File: config.mk
export PLATFORM = sky130hd
export DESIGN_NAME = simd_pred_adder
export DESIGN_NICKNAME = d
export VERILOG_FILES = /design/src/rtl/simd_pred_adder_pkg.sv /design/src/rtl/simd_width_decode.sv /design/src/rtl/simd_seg_adder.sv /design/src/rtl/simd_pred_merge.sv /design/src/rtl/simd_pred_adder.sv
export SDC_FILE = /design/constraint.sdc
export NUM_CORES = 1
export LEC_CHECK = 0
export CAP_MARGIN = 20
export CORE_AREA = 2 2 182 184
export CTS_BUF_LIST = sky130_fd_sc_hd__clkbuf_8
export CTS_CLUSTER_SIZE = 12
export DETAILED_ROUTE_END_ITERATION = 10
export DIE_AREA = 0 0 184 186
export PLACE_DENSITY = 0.6
export SETUP_SLACK_MARGIN = 0.4
export SKIP_LAST_GASP = 1
export SLEW_MARGIN = 10
export SYNTH_ARGS = -nofsm -noshare
export SYNTH_HDL_FRONTEND = slang
export SYNTH_SLANG_ARGS = --single-unit
File: constraint.sdc
create_clock -name clk -period 1.6 [get_ports clk]
set_input_delay 0.24 -clock clk [delete_from_list [all_inputs] [get_ports clk]]
set_output_delay 0.24 -clock clk [all_outputs]
set_load 0.02 [all_outputs]
File: src/rtl/simd_pred_adder_pkg.sv
package simd_pred_adder_pkg;
  localparam int unsigned DATA_W  = 64;
  localparam int unsigned SLICE_W = 8;
  localparam int unsigned NSLICE  = DATA_W / SLICE_W;
  localparam int unsigned VL_W    = 4;
  localparam int unsigned LOG_W   = 3;

  typedef enum logic [1:0] {
    WSEL_DEFAULT = 2'd0,
    WSEL_HALF    = 2'd1,
    WSEL_DOUBLE  = 2'd2,
    WSEL_BYTE    = 2'd3
  } wsel_e;
endpackage

File: src/rtl/simd_width_decode.sv
module simd_width_decode
  import simd_pred_adder_pkg::*;
(
  input  logic             mode32,
  input  logic [1:0]       width_sel,
  output logic [LOG_W-1:0] lane_log,
  output logic             unsupported,
  output logic [VL_W-1:0]  lane_limit
);
  logic [LOG_W-1:0] base_log;
  logic [LOG_W-1:0] region_log;

  always_comb begin
    base_log   = mode32 ? LOG_W'(5) : LOG_W'(6);
    region_log = base_log;
    case (wsel_e'(width_sel))
      WSEL_DEFAULT: lane_log = base_log;
      WSEL_HALF:    lane_log = base_log - LOG_W'(1);
      WSEL_DOUBLE:  lane_log = base_log + LOG_W'(1);
      default:      lane_log = LOG_W'(3);
    endcase
    unsupported = (lane_log == LOG_W'(7));
    if (lane_log >= region_log)
      lane_limit = VL_W'(1);
    else
      lane_limit = VL_W'(1) << (region_log - lane_log);
  end
endmodule

File: src/rtl/simd_seg_adder.sv
module simd_seg_adder
  import simd_pred_adder_pkg::*;
(
  input  logic [DATA_W-1:0] a,
  input  logic [DATA_W-1:0] b,
  input  logic              sub,
  input  logic [LOG_W-1:0]  lane_log,
  output logic [DATA_W-1:0] sum
);
  logic [DATA_W-1:0] b_eff;
  logic [3:0]        seg_mask;

  assign b_eff = sub ? ~b : b;

  always_comb begin
    logic carry;
    logic cin;
    logic brk;
    seg_mask = (4'd1 << (lane_log - LOG_W'(3))) - 4'd1;
    carry    = 1'b0;
    sum      = '0;
    for (int i = 0; i < NSLICE; i++) begin
      brk = ((4'(i) & seg_mask) == 4'd0);
      cin = brk ? sub : carry;
      {carry, sum[i*SLICE_W +: SLICE_W]} =
        {1'b0, a[i*SLICE_W +: SLICE_W]} + {1'b0, b_eff[i*SLICE_W +: SLICE_W]}
        + {{SLICE_W{1'b0}}, cin};
    end
  end
endmodule

File: src/rtl/simd_pred_merge.sv
module simd_pred_merge
  import simd_pred_adder_pkg::*;
(
  input  logic [DATA_W-1:0] sum,
  input  logic [DATA_W-1:0] rd_old,
  input  logic [LOG_W-1:0]  lane_log,
  input  logic [VL_W-1:0]   lane_limit,
  input  logic              unsupported,
  input  logic              vec_en,
  input  logic              sign_ext,
  input  logic [VL_W-1:0]   vl,
  output logic [DATA_W-1:0] result
);
  logic [VL_W-1:0]   vl_eff;
  logic [NSLICE-1:0] pred;
  logic [DATA_W-1:0] lane0_mask;
  logic              top_bit;
  logic [DATA_W-1:0] vec_res;
  logic [DATA_W-1:0] scl_res;

  assign vl_eff = (vl > lane_limit) ? lane_limit : vl;

  always_comb begin
    for (int i = 0; i < NSLICE; i++)
      pred[i] = (VL_W'(i >> (lane_log - LOG_W'(3))) < vl_eff);
  end

  always_comb begin
    for (int i = 0; i < NSLICE; i++)
      vec_res[i*SLICE_W +: SLICE_W] = pred[i] ? sum[i*SLICE_W +: SLICE_W]
                                              : rd_old[i*SLICE_W +: SLICE_W];
  end

  always_comb begin
    if (lane_log >= LOG_W'(6))
      lane0_mask = '1;
    else
      lane0_mask = (DATA_W'(1) << (DATA_W'(1) << lane_log)) - DATA_W'(1);
    top_bit = sum[(DATA_W'(1) << lane_log) - DATA_W'(1)];
    scl_res = (sum & lane0_mask) |
              ((sign_ext && top_bit) ? ~lane0_mask : '0);
  end

  always_comb begin
    if (unsupported)  result = rd_old;
    else if (vec_en)  result = vec_res;
    else              result = scl_res;
  end
endmodule

File: src/rtl/simd_pred_adder.sv
module simd_pred_adder
  import simd_pred_adder_pkg::*;
(
  input  logic              clk,
  input  logic              rst_n,
  input  logic              in_valid,
  input  logic              sub,
  input  logic              mode32,
  input  logic [1:0]        width_sel,
  input  logic              vec_en,
  input  logic [VL_W-1:0]   vl,
  input  logic              sign_ext,
  input  logic [DATA_W-1:0] src_a,
  input  logic [DATA_W-1:0] src_b,
  input  logic [DATA_W-1:0] rd_old,
  output logic              out_valid,
  output logic              bad_width,
  output logic [DATA_W-1:0] rd_new
);
  logic [LOG_W-1:0]  lane_log;
  logic              unsupported;
  logic [VL_W-1:0]   lane_limit;
  logic [DATA_W-1:0] sum;
  logic [DATA_W-1:0] merged;

  logic              valid_d;
  logic              bad_d;
  logic [DATA_W-1:0] rd_d;

  simd_width_decode u_dec (
    .mode32      (mode32),
    .width_sel   (width_sel),
    .lane_log    (lane_log),
    .unsupported (unsupported),
    .lane_limit  (lane_limit)
  );

  simd_seg_adder u_add (
    .a        (src_a),
    .b        (src_b),
    .sub      (sub),
    .lane_log (lane_log),
    .sum      (sum)
  );

  simd_pred_merge u_merge (
    .sum         (sum),
    .rd_old      (rd_old),
    .lane_log    (lane_log),
    .lane_limit  (lane_limit),
    .unsupported (unsupported),
    .vec_en      (vec_en),
    .sign_ext    (sign_ext),
    .vl          (vl),
    .result      (merged)
  );

  // next-state
  always_comb begin
    valid_d = in_valid;
    bad_d   = bad_width;
    rd_d    = rd_new;
    if (in_valid) begin
      bad_d = unsupported;
      rd_d  = merged;
    end
  end

  // registers
  always_ff @(posedge clk or negedge rst_n) begin
    if (!rst_n) begin
      out_valid <= 1'b0;
      bad_width <= 1'b0;
      rd_new    <= '0;
    end else begin
      out_valid <= valid_d;
      bad_width <= bad_d;
      rd_new    <= rd_d;
    end
  end

  // a request shows up exactly one cycle later
  a_r8_valid_follows: assert property (@(posedge clk) disable iff (!rst_n)
    in_valid |=> out_valid);
  // an idle cycle holds the result
  a_r8_idle_hold: assert property (@(posedge clk) disable iff (!rst_n)
    !in_valid |=> (!out_valid && $stable(rd_new) && $stable(bad_width)));
  // an over-wide request leaves the destination alone
  a_r7_unsupported_keeps: assert property (@(posedge clk) disable iff (!rst_n)
    (in_valid && !mode32 && width_sel == 2'd2) |=>
      (bad_width && rd_new == $past(rd_old)));
  // zero length in vectorised mode writes the old value back
  a_r4_vl_zero: assert property (@(posedge clk) disable iff (!rst_n)
    (in_valid && vec_en && vl == '0) |=> (rd_new == $past(rd_old)));
  // 32-bit vectorised work below 64-bit lanes keeps the upper half
  a_r5_upper_kept: assert property (@(posedge clk) disable iff (!rst_n)
    (in_valid && vec_en && mode32 && width_sel != 2'd2) |=>
      (rd_new[DATA_W-1:DATA_W/2] == $past(rd_old[DATA_W-1:DATA_W/2])));
  // zero extension in scalar byte mode clears the upper bits
  a_r6_zero_ext: assert property (@(posedge clk) disable iff (!rst_n)
    (in_valid && !vec_en && !sign_ext && width_sel == 2'd3) |=>
      (rd_new[DATA_W-1:SLICE_W] == '0));
endmodule

# Word-level counts from Yosys, hierarchy flattened
# Cells that the tools add are included.
# classes
add_sub_neg	23
order_cmp	12
n_eq_ne	3
n_shift	12
muxes	27
bitwise	4
n_reduce_logical	9
# op_table
operator	count
$mux W64	5
$not A64 Y64	2
$sub A64 B2 Y64 const B	2
$and A64 B64 Y64	1
$lt A64 B8 Y1 const B	1
$mux W8	8
$or A64 B64 Y64	1
$shl A1 B3 Y64 const A	1
$shl A1 B64 Y64 const A	1
$add A8 B8 Y9	7
$add A9 B1 Y9	7
$lt A4 B4 Y1	8
$logic_not A4 Y1	7
$shr A3 B3 Y4 const A	4
$mux W1	9
$pmux W3 S3	1
$add A8 B1 Y8	1
$add A8 B8 Y8	1
$mux W4	2
$shr A1 B3 Y4 const A	2
$shr A2 B3 Y4 const A	2
$bmux W1 S6	1
$sub A3 B1 Y3 const B	2
$gt A4 B4 Y1	1
13 further kinds	13
# word_totals
reg_bits	66
out_inout_bits	66

# Logic depth before layout (Yosys ltp)
# Gate-level depths: netlist of the first run.
# depth
depth_word	29
ltp_mapped	76
mapped_depth_nobuf	71

# Modules after synthesis
# Synthesis of the first run repeated with hierarchy kept, for this count alone.
# unflattened
hier_cells	1166
area_unflattened_um2	9818.2
# modules_own_cells
mod	instances	cells_each	area_per_inst_um2	seq_area_each_um2
simd_pred_merge	1	554	3524.6	0.0
simd_seg_adder	1	426	3319.4	0.0
simd_pred_adder	1	138	2643.8	1651.6
simd_width_decode	1	48	330.3	0.0

# Least setup slack after synthesis of the first run
# No wires, ideal clock.
# synth_path
kind	input -> register
from	in mode32
to	reg rd_new[24]
arrival_ps	15658
t_required_ps	1479
slack_ps	-14178
path_stages	73
cell_sequence	buf_2 > inv_1 > ha_1 > or3b_4 > nand2_1 > clkbuf_1 > clkbuf_1 > clkbuf_1 > ha_1 > nand2b_1 > nor2_1 > a21oi_1 > fa_1 > fa_1 > a211oi_1 > o21a_1 > o21bai_1 > a211oi_1 > (+37 left out) > nor2_1 > nor2_1 > o21bai_1 > a21oi_1 > nor2b_1 > o21ai_0 > a32oi_1 > fa_1 > fa_1 > a211oi_1 > or4b_2 > nand4_1 > a21oi_1 > o21ai_0 > a221o_1 > a32o_2 > or3b_1 > a22o_1
# synth_between
elab_chain_cells	29
elab_cells_between_ends	54
# synth_rtl
item	line	source
from (decl)	simd_pred_adder.sv:8	input logic mode32,
$mux W2 (*)	simd_width_decode.sv:14	base_log = mode32 ? LOG_W'(5) : LOG_W'(6);
$add A3 B1 Y3 or $sub A3 B1 Y3 (tied branches)	simd_width_decode.sv:19, simd_width_decode.sv:18	
$pmux W3 S3	simd_width_decode.sv:16	case (wsel_e'(width_sel))
$sub A3 B2 Y3	simd_seg_adder.sv:19, simd_pred_merge.sv:25	
$shl A1 B3 Y3	simd_seg_adder.sv:19	seg_mask = (4'd1 << (lane_log - LOG_W'(3))) - 4'd1;
$sub A3 B1 Y3	simd_seg_adder.sv:19	
$logic_not A4 Y1	simd_seg_adder.sv:23	brk = ((4'(i) & seg_mask) == 4'd0);
$mux W1	simd_seg_adder.sv:24	cin = brk ? sub : carry;
(+12 left out)	-	
$add A8 B1 Y8	simd_seg_adder.sv:27	+ {{SLICE_W{1'b0}}, cin};
$bmux W1 S6	simd_pred_merge.sv:39	top_bit = sum[(DATA_W'(1) << lane_log) - DATA_W'(1)];
$mux W1 (implied by the code) (2 in series)	simd_pred_merge.sv:39	
$logic_and A1 B1 Y1	simd_pred_merge.sv:41	((sign_ext && top_bit) ? ~lane0_mask : '0);
$mux W64	simd_pred_merge.sv:41	
$or A64 B64 Y64	simd_pred_merge.sv:40	scl_res = (sum & lane0_mask) |
$mux W64	simd_pred_merge.sv:46	else if (vec_en) result = vec_res;
$mux W64 (*)	simd_pred_merge.sv:45	if (unsupported) result = rd_old;
to (signal assigned)	simd_pred_adder.sv:78	rd_new <= rd_d;
to (decl)	simd_pred_adder.sv:18	output logic [DATA_W-1:0] rd_new
# Mark *: on every way between the ends. The rest lies on a longest branch, timed or not. The select of a mux whose other input is x is not followed.
# A chain may end at the register's enable or synchronous reset.

# Worst setup path in the final report of the first run
# layout_path
from	in width_sel[0]
to	reg rd_new[51]
# layout_between
elab_chain_cells	28
elab_cells_between_ends	54
# layout_rtl
item	line	source
from (decl)	simd_pred_adder.sv:9	input logic [1:0] width_sel,
$eq A2 B2 Y1 (tied with other cells)	simd_width_decode.sv:16	
$pmux W3 S3 (*)	simd_width_decode.sv:16	
$sub A3 B2 Y3	simd_seg_adder.sv:19, simd_pred_merge.sv:25	
$shl A1 B3 Y3	simd_seg_adder.sv:19	
$sub A3 B1 Y3	simd_seg_adder.sv:19	
$logic_not A4 Y1	simd_seg_adder.sv:23	
$mux W1	simd_seg_adder.sv:24	
$add A9 B1 Y9	simd_seg_adder.sv:27	
(+11 left out)	-	
$add A8 B1 Y8	simd_seg_adder.sv:27	
$bmux W1 S6	simd_pred_merge.sv:39	
$mux W1 (implied by the code) (2 in series)	simd_pred_merge.sv:39	
$logic_and A1 B1 Y1	simd_pred_merge.sv:41	
$mux W64	simd_pred_merge.sv:41	
$or A64 B64 Y64	simd_pred_merge.sv:40	
$mux W64	simd_pred_merge.sv:46	
$mux W64 (*)	simd_pred_merge.sv:45	
# Marks and branches as above.

==> metrics, run 1 <==
status=finished with violations; violated checks=setup timing; setup TNS=-808.65 ns; largest area contributor in the netlist=dfrtp_1; Sw Pwr=~0.0075 W; core box area=roughly 32000 sq um; Yosys top cell area share=between 15 and 20%; dpl hpwl=~36000 um; FMAX=69.9 MHz; I/O pins=271; Die ar.=between 30000 and 40000 sq um; syn nets=1543; critical path class=primary input to register; Hold EP=out_valid$_DFF_PN0_; Layout Nets=2215; Crit Path Max Fanout=8; proportion of layout cells with a drive suffix above 1=between 30% and 40%; gr usage total=between 20% and 30%; pwr dens=slightly below 1000 nW/um^2; # port buffers=270; CTS Buf Count=9; synth top area cells=dfrtp_1 (17%), ha_1 (10%), xor2_1 (7.5%); Synth Cell Area=9560 sq um; initial antenna violation count=2; worst hold path depth=2; Setup Skew=0 ns; HP Start=in_valid; Worst Path Required=approximately 1.9 ns; Crit path largest cell delay=0.43 ns; Rel. slew slack=around 43%; Final Slew Violations=0; Crit Reg-Reg Endpoint=rd_new[1]$_DFFE_PN0P_; # fillers=between 3000 and 4000; syn_area_per_cell=slightly below 8 sq um; number of routed nets with antenna violations=0; unrepaired setup endpoints after global routing=true; internal power=approximately 0.0095 W; worst r2r src=rd_new[1]$_DFFE_PN0P_; Final period util=894%; Longest Clk Path Bufs=2; Total Wirelength=about 48000 um; global-route wire length before repair=approximately 73000 um; Yosys cell types=between 70 and 80; Critical-path top delay cell=fa_2; Final Hold Fails=0; CTS tree=done; die extent in y=186 um; Post-synth EDFFs=0; Gate Count Post-Synth=1242; Worst EP arrival=about 15 ns; LEAKAGE=7.60 nW; Rows=66; Seq pwr share=roughly 16%; grt total ovfl=0; Worst Setup Start Kind=primary input; Syn. warnings=0; clk slew on worst S/H paths=roughly 0.080 ns; largest net degree at the start of global routing=between 50 and 60; Worst-Margin Slew=between 0.8 and 0.9 ns; Setup-failing EPs final=between 60 and 70; Pre-antenna DRT Iters=6; worst skew pair latency=approximately 0.37 ns; drc violations=0; Clock power frac=9.8%; root buffer cell=clkbuf_8; Die X=between 150 and 200 um; min Tclk post-route=14.31 ns; critical path's top delay family=compound AO/OA/AOI/OAI gates; number of global-route vias before repair=roughly 13000; Final Hold Slack=~0.29 ns; total via count in the routed design=13051; FF-to-FF path depth=3; commonest cells in the synthesized netlist=o21ai_0 (132), nor2_1 (99), a21oi_1 (91), xor2_1 (82); Crit. End Element=register; WL per Instance=a little over 20 um; CP most frequent cell=fa_2; combinational power share=about three quarters; Worst IR Drop VDD=0.000541 V; Core Util, Final=about 53%; initial drt markers=1119; worst min path class=primary input to register; main flop type after synthesis=dfrtp_1; vias per cell=between 5 and 6; sequential fraction of the synthesis area=between 10% and 20%; Starting Density=29.7%; FF+latch count, synth=66; flop-to-flop setup slack=0.47 ns; CP bufs+invs=8; CTS sink count=66; htree depth=3; async set-reset flop share out of synthesis=100%; setup ws final=-12.71 ns; GP Congestion=roughly 0.90; synth-to-layout area growth=78.8%; # Max-Cap Violations=0; most frequent cell after synthesis=o21ai_0; sw frac=44.3%
## kinds of logic after synthesis
family / after synthesis / share of synthesized area (%)
compound gates: 469 / 32.5
xor+xnor: 106 / 9.71
fa+ha+maj: 96 / 13.8
buf+inv: 127 / 5.18
flops: 66 / 17.3
mux: 37 / 4.28
simple gates: 341 / 17.3
## power by group through the flow
| stage | Combinational (W) | Clock (W) | Sequential (W) |
|---|---|---|---|
| finish | 0.0127 | 0.00166 | 0.00264 |
| global route | 0.0135 | 0.00172 | 0.00268 |
| CTS | 0.0118 | 0.00166 | 0.00259 |
| detailed placement | 0.0107 | 0 | 0.00258 |
| global placement | 0.0106 | 0 | 0.00261 |
| floorplan | 0.00472 | 0 | 0.00306 |
## worst max-delay path by stage
| stage | endpoint | from | depth (start not counted) | slack, ns |
|---|---|---|---|---|
| after floorplan | rd_new[24]$_DFFE_PN0P_ | width_sel[0] | 74 | -12.26 |
| after global placement | rd_new[34]$_DFFE_PN0P_ | width_sel[0] | 75 | -13.38 |
| after detailed placement | rd_new[7]$_DFFE_PN0P_ | width_sel[0] | 75 | -13.64 |
| after CTS | rd_new[43]$_DFFE_PN0P_ | width_sel[0] | 76 | -12.53 |
| after global routing | rd_new[51]$_DFFE_PN0P_ | width_sel[0] | 77 | -13.34 |
| final | rd_new[51]$_DFFE_PN0P_ | width_sel[0] | 77 | -12.71 |
## flip-flops by register name, summed over array words and instances (netlist names)
register	cells
rd_new	64
bad_width	1
out_valid	1
## placed cells by master, fill, tap and decap left out, drive strengths merged, types with 9 or more instances in the layout
master	Yosys	routed
fa	16	16
o311ai	9	9
mux2i	24	24
nor2	99	99
nand2	80	80
ha	80	80
mux2	11	11
a21o	20	20
clkdlybuf4s50	0	193
o21ai	135	135
o21a	9	9
nand2b	11	11
xor2	82	82
a211oi	29	29
o22ai	14	14
o21bai	9	9
or3	32	32
nor3	33	33
nor2b	12	12
a31oi	24	24
o2bb2ai	16	16
xnor2	24	24
inv	49	50
and3	10	10
o221ai	10	10
o211ai	14	14
dfrtp	66	66
a21oi	91	91
a221oi	19	19
clkbuf	58	11
nand3	27	27
buf	18	536
## metal layers
metal | track usage [%] | share of wire (%) | vias up
met3 | 4.87 | 7.9 | 139
met4 | 10.9 | 4.4 | 2
met1 | 34.0 | 39 | 6255
met5 | 0 | 0.027 | -
met2 | 47.7 | 48 | 661
li1 | - | - | 5994
## cell type report
cell class	instances	area [sq um]	area share [%]
clock inverter	6	85.1	0.498
inverter	51	213	1.24
multi-input combinational	1049	8050	47.1
tap	408	510	2.99
clock buffer	9	124	0.724
timing repair buffer	737	6460	37.8
sequential	66	1650	9.67
antenna	1	2.50	0.0146
## stage by stage
stage                     setup slack, ns  cell area, sq um  std cells  total power, W
final                              -12.71             17100       2327          0.0170
after global routing               -13.34             17100       2326          0.0179
after CTS                          -12.53             16600       2303          0.0160
after detailed placement           -13.64             15300       2183          0.0133
after global placement             -13.38             15300       2183          0.0132
after floorplan                    -12.26              9830       1242         0.00778
## timing repair
item,CTS,global route
buffers inserted,102,23
hold buffers,1,0
endpoints found under the hold margin,25,0
pin swaps,40,17
cloned,2,0
setup endpoints to repair,131,115
resized for setup,426,94
## worst register-to-register path: cells and delay by family (launching register included)
family          cells  cell delay [ns]
compound gates      1             0.26
flops               1             0.36
simple gates        2             0.42
Note: power is estimated with default switching activity, not from simulation.
==> run 2, diff against run 1 <==
--- a/config.mk
+++ b/config.mk
@@ -6,12 +6,15 @@
 export NUM_CORES = 1
 export LEC_CHECK = 0
 export CAP_MARGIN = 20
-export CORE_AREA = 2 2 182 184
+export CELL_PAD_IN_SITES_DETAIL_PLACEMENT = 0
+export CELL_PAD_IN_SITES_GLOBAL_PLACEMENT = 1
+export CORE_AREA = 2 2 160 162
 export CTS_BUF_LIST = sky130_fd_sc_hd__clkbuf_8
+export CTS_CLUSTER_DIAMETER = 120
 export CTS_CLUSTER_SIZE = 12
 export DETAILED_ROUTE_END_ITERATION = 10
-export DIE_AREA = 0 0 184 186
-export PLACE_DENSITY = 0.6
+export DIE_AREA = 0 0 162 164
+export PLACE_DENSITY = 0.95
 export SETUP_SLACK_MARGIN = 0.4
 export SKIP_LAST_GASP = 1
 export SLEW_MARGIN = 10
==> run 2 against run 1 <==
Against the previous run: the flow still finishes with violations (setup timing); power down 2.6%; cell count is 3.1% lower; maximum frequency decreased by 3.4%; largest cell class unchanged; largest power group unchanged.
==> metrics, run 2 (synthesis gave the netlist of run 1 again) <==
GP Congestion=0.962; worst r2r src=rd_new[1]$_DFFE_PN0P_; Setup WS pre-CTS=-13.80 ns; Pre-antenna DRT Iters=6; # port buffers=270; Setup Skew=0 ns; placed cell area=around 15000 sq um; # fillers=between 1500 and 2000; worst min path class=primary input to register; Clock power frac=a little under a tenth; FMAX=about 68 MHz; combinational power share=between 70% and 80%; Setup-failing EPs final=65; total power=~0.017 W; Crit path largest cell delay=approximately 0.41 ns; Starting Density=38.5%; Sw Pwr=around 0.0074 W; synth-to-layout area growth=76.9%; number of routed nets with antenna violations=0; flop-to-flop setup slack=between 0.5 and 0.6 ns; Worst EP arrival=about 15 ns; WL per Instance=20.5 um; sw frac=between 40 and 50%; Seq pwr share=~16%; LEAKAGE=between 7 and 8 nW; Total Wirelength=roughly 46000 um; grt total ovfl=0; largest net degree at the start of global routing=50; Die X=162 um; FF-to-FF path depth=3; Largest regs=rd_new x64, bad_width x1, out_valid x1; status=finished with violations; Die ar.=between 20000 and 30000 sq um; root buffer cell=clkbuf_8; Core Util, Final=about two thirds; initial drt markers=1531; Layout Nets=around 2200; Longest Clk Path Bufs=2; setup ws final=-13.20 ns; initial antenna violation count=2; I/O pins=~270; most frequent cells in the layout=buf_4 (454), clkdlybuf4s50_1 (191), o21ai_0 (109); htree depth=3; Final Slew Violations=0; most flop-heavy register=rd_new; pwr dens=979 nW/um^2; gr usage total=between 30 and 40%; total via count in the routed design=~13000; min Tclk post-route=approximately 15 ns; Rel. slew slack=between 30% and 40%; core box area=~25000 sq um; Worst Setup Start Kind=primary input; number of global-route vias before repair=13574; register area=about 1700 sq um; dpl hpwl=~33000 um; worst hold path depth=2; violated checks=setup timing; worst skew pair latency=approximately 0.37 ns; die extent in y=approximately 160 um; proportion of layout cells with a drive suffix above 1=37.2%; unrepaired setup endpoints after global routing=true; Worst Path Required=~1.8 ns; CTS Buf Count=9; Rows=58; Hold EP=out_valid$_DFF_PN0_; CTS sink count=66; Crit Path Max Fanout=7; HP Start=in_valid; vias per cell=approximately 6.0; Final period util=925%; Final Hold Fails=0; Critical-path top delay cell=fa_2; critical path class=primary input to register; # Max-Cap Violations=0; drc violations=0; internal power=between 0.009 and 0.01 W; CP most frequent cell=fa_2; CTS tree=done; Crit Reg-Reg Endpoint=rd_new[1]$_DFFE_PN0P_; global-route wire length before repair=70700 um; Worst IR Drop VDD=roughly 0.00054 V; multi-input logic area=8190 sq um; Crit. End Element=register; Worst-Margin Slew=~0.93 ns; commonest non-fill, non-tap cell in the layout=buf_4; Final Cell Area=~17000 sq um; Critical Path Start=src_b[0]; Largest register FFs=64; clk slew on worst S/H paths=0.08 ns
## run 2: how the worst max path moves through the flow
stage,to,cells past startpoint
2_1_floorplan,rd_new[24]$_DFFE_PN0P_,74
3_3_place_gp,rd_new[24]$_DFFE_PN0P_,74
3_5_place_dp,rd_new[24]$_DFFE_PN0P_,74
4_1_cts,rd_new[24]$_DFFE_PN0P_,74
5_1_grt,rd_new[62]$_DFFE_PN0P_,72
6_report,rd_new[62]$_DFFE_PN0P_,72
## run 2: power groups by stage
stage	registers [W]	clock network, W	logic (W)
floorplan	0.00306	0	0.00472
global placement	0.00259	0	0.0102
detailed placement	0.00257	0	0.0104
CTS	0.00257	0.00150	0.0113
global route	0.00265	0.00157	0.0132
finish	0.00262	0.00151	0.0124
## run 2: routing by layer
layer	GRT usage [%]	vias to the layer above	share of wire [%]
met2	56.3	909	46
li1	-	6020	-
met3	7.25	236	10
met1	40.2	6280	37
met4	18.7	0	6.8
met5	0	-	0
## run 2: critical path, delay by kind of cell
family / cells / cell delay [ns]
compound gates: 42 / 7.16
fa+ha+maj: 15 / 5.72
buf+inv: 4 / 0.57
mux: 1 / 0.31
simple gates: 10 / 1.06
## run 2: final cells by class
class                           count  share of cell area (%)
Tap cell                          330                    2.44
Inverter                           51                    1.23
Multi-Input combinational cell   1050                    48.4
Timing Repair Buffer              743                    37.0
Sequential cell                    66                    9.77
Antenna cell                        1                  0.0148
Clock buffer                       10                   0.813
Clock inverter                      5                   0.318
## run 2: per-stage QoR
| stage | setup TNS, ns | std cells | hold slack, ns |
|---|---|---|---|
| 6_report | -833.34 | 2256 | 0.356 |
| 3_5_place_dp | -875.90 | 2103 | 0.226 |
| 5_1_grt | -870.69 | 2256 | 0.331 |
| 3_3_place_gp | -848.99 | 2103 | 0.225 |
| 4_1_cts | -810.46 | 2231 | 0.319 |
| 2_1_floorplan | -775.54 | 1242 | -0.0556 |
## run 2: timing repair
action	in CTS	in global routing
resized for setup	401	101
pin swaps	47	58
hold buffers	1	0
buffers inserted	110	24
cloned	2	0
setup endpoints to repair	131	99
hold endpoints to repair	15	0
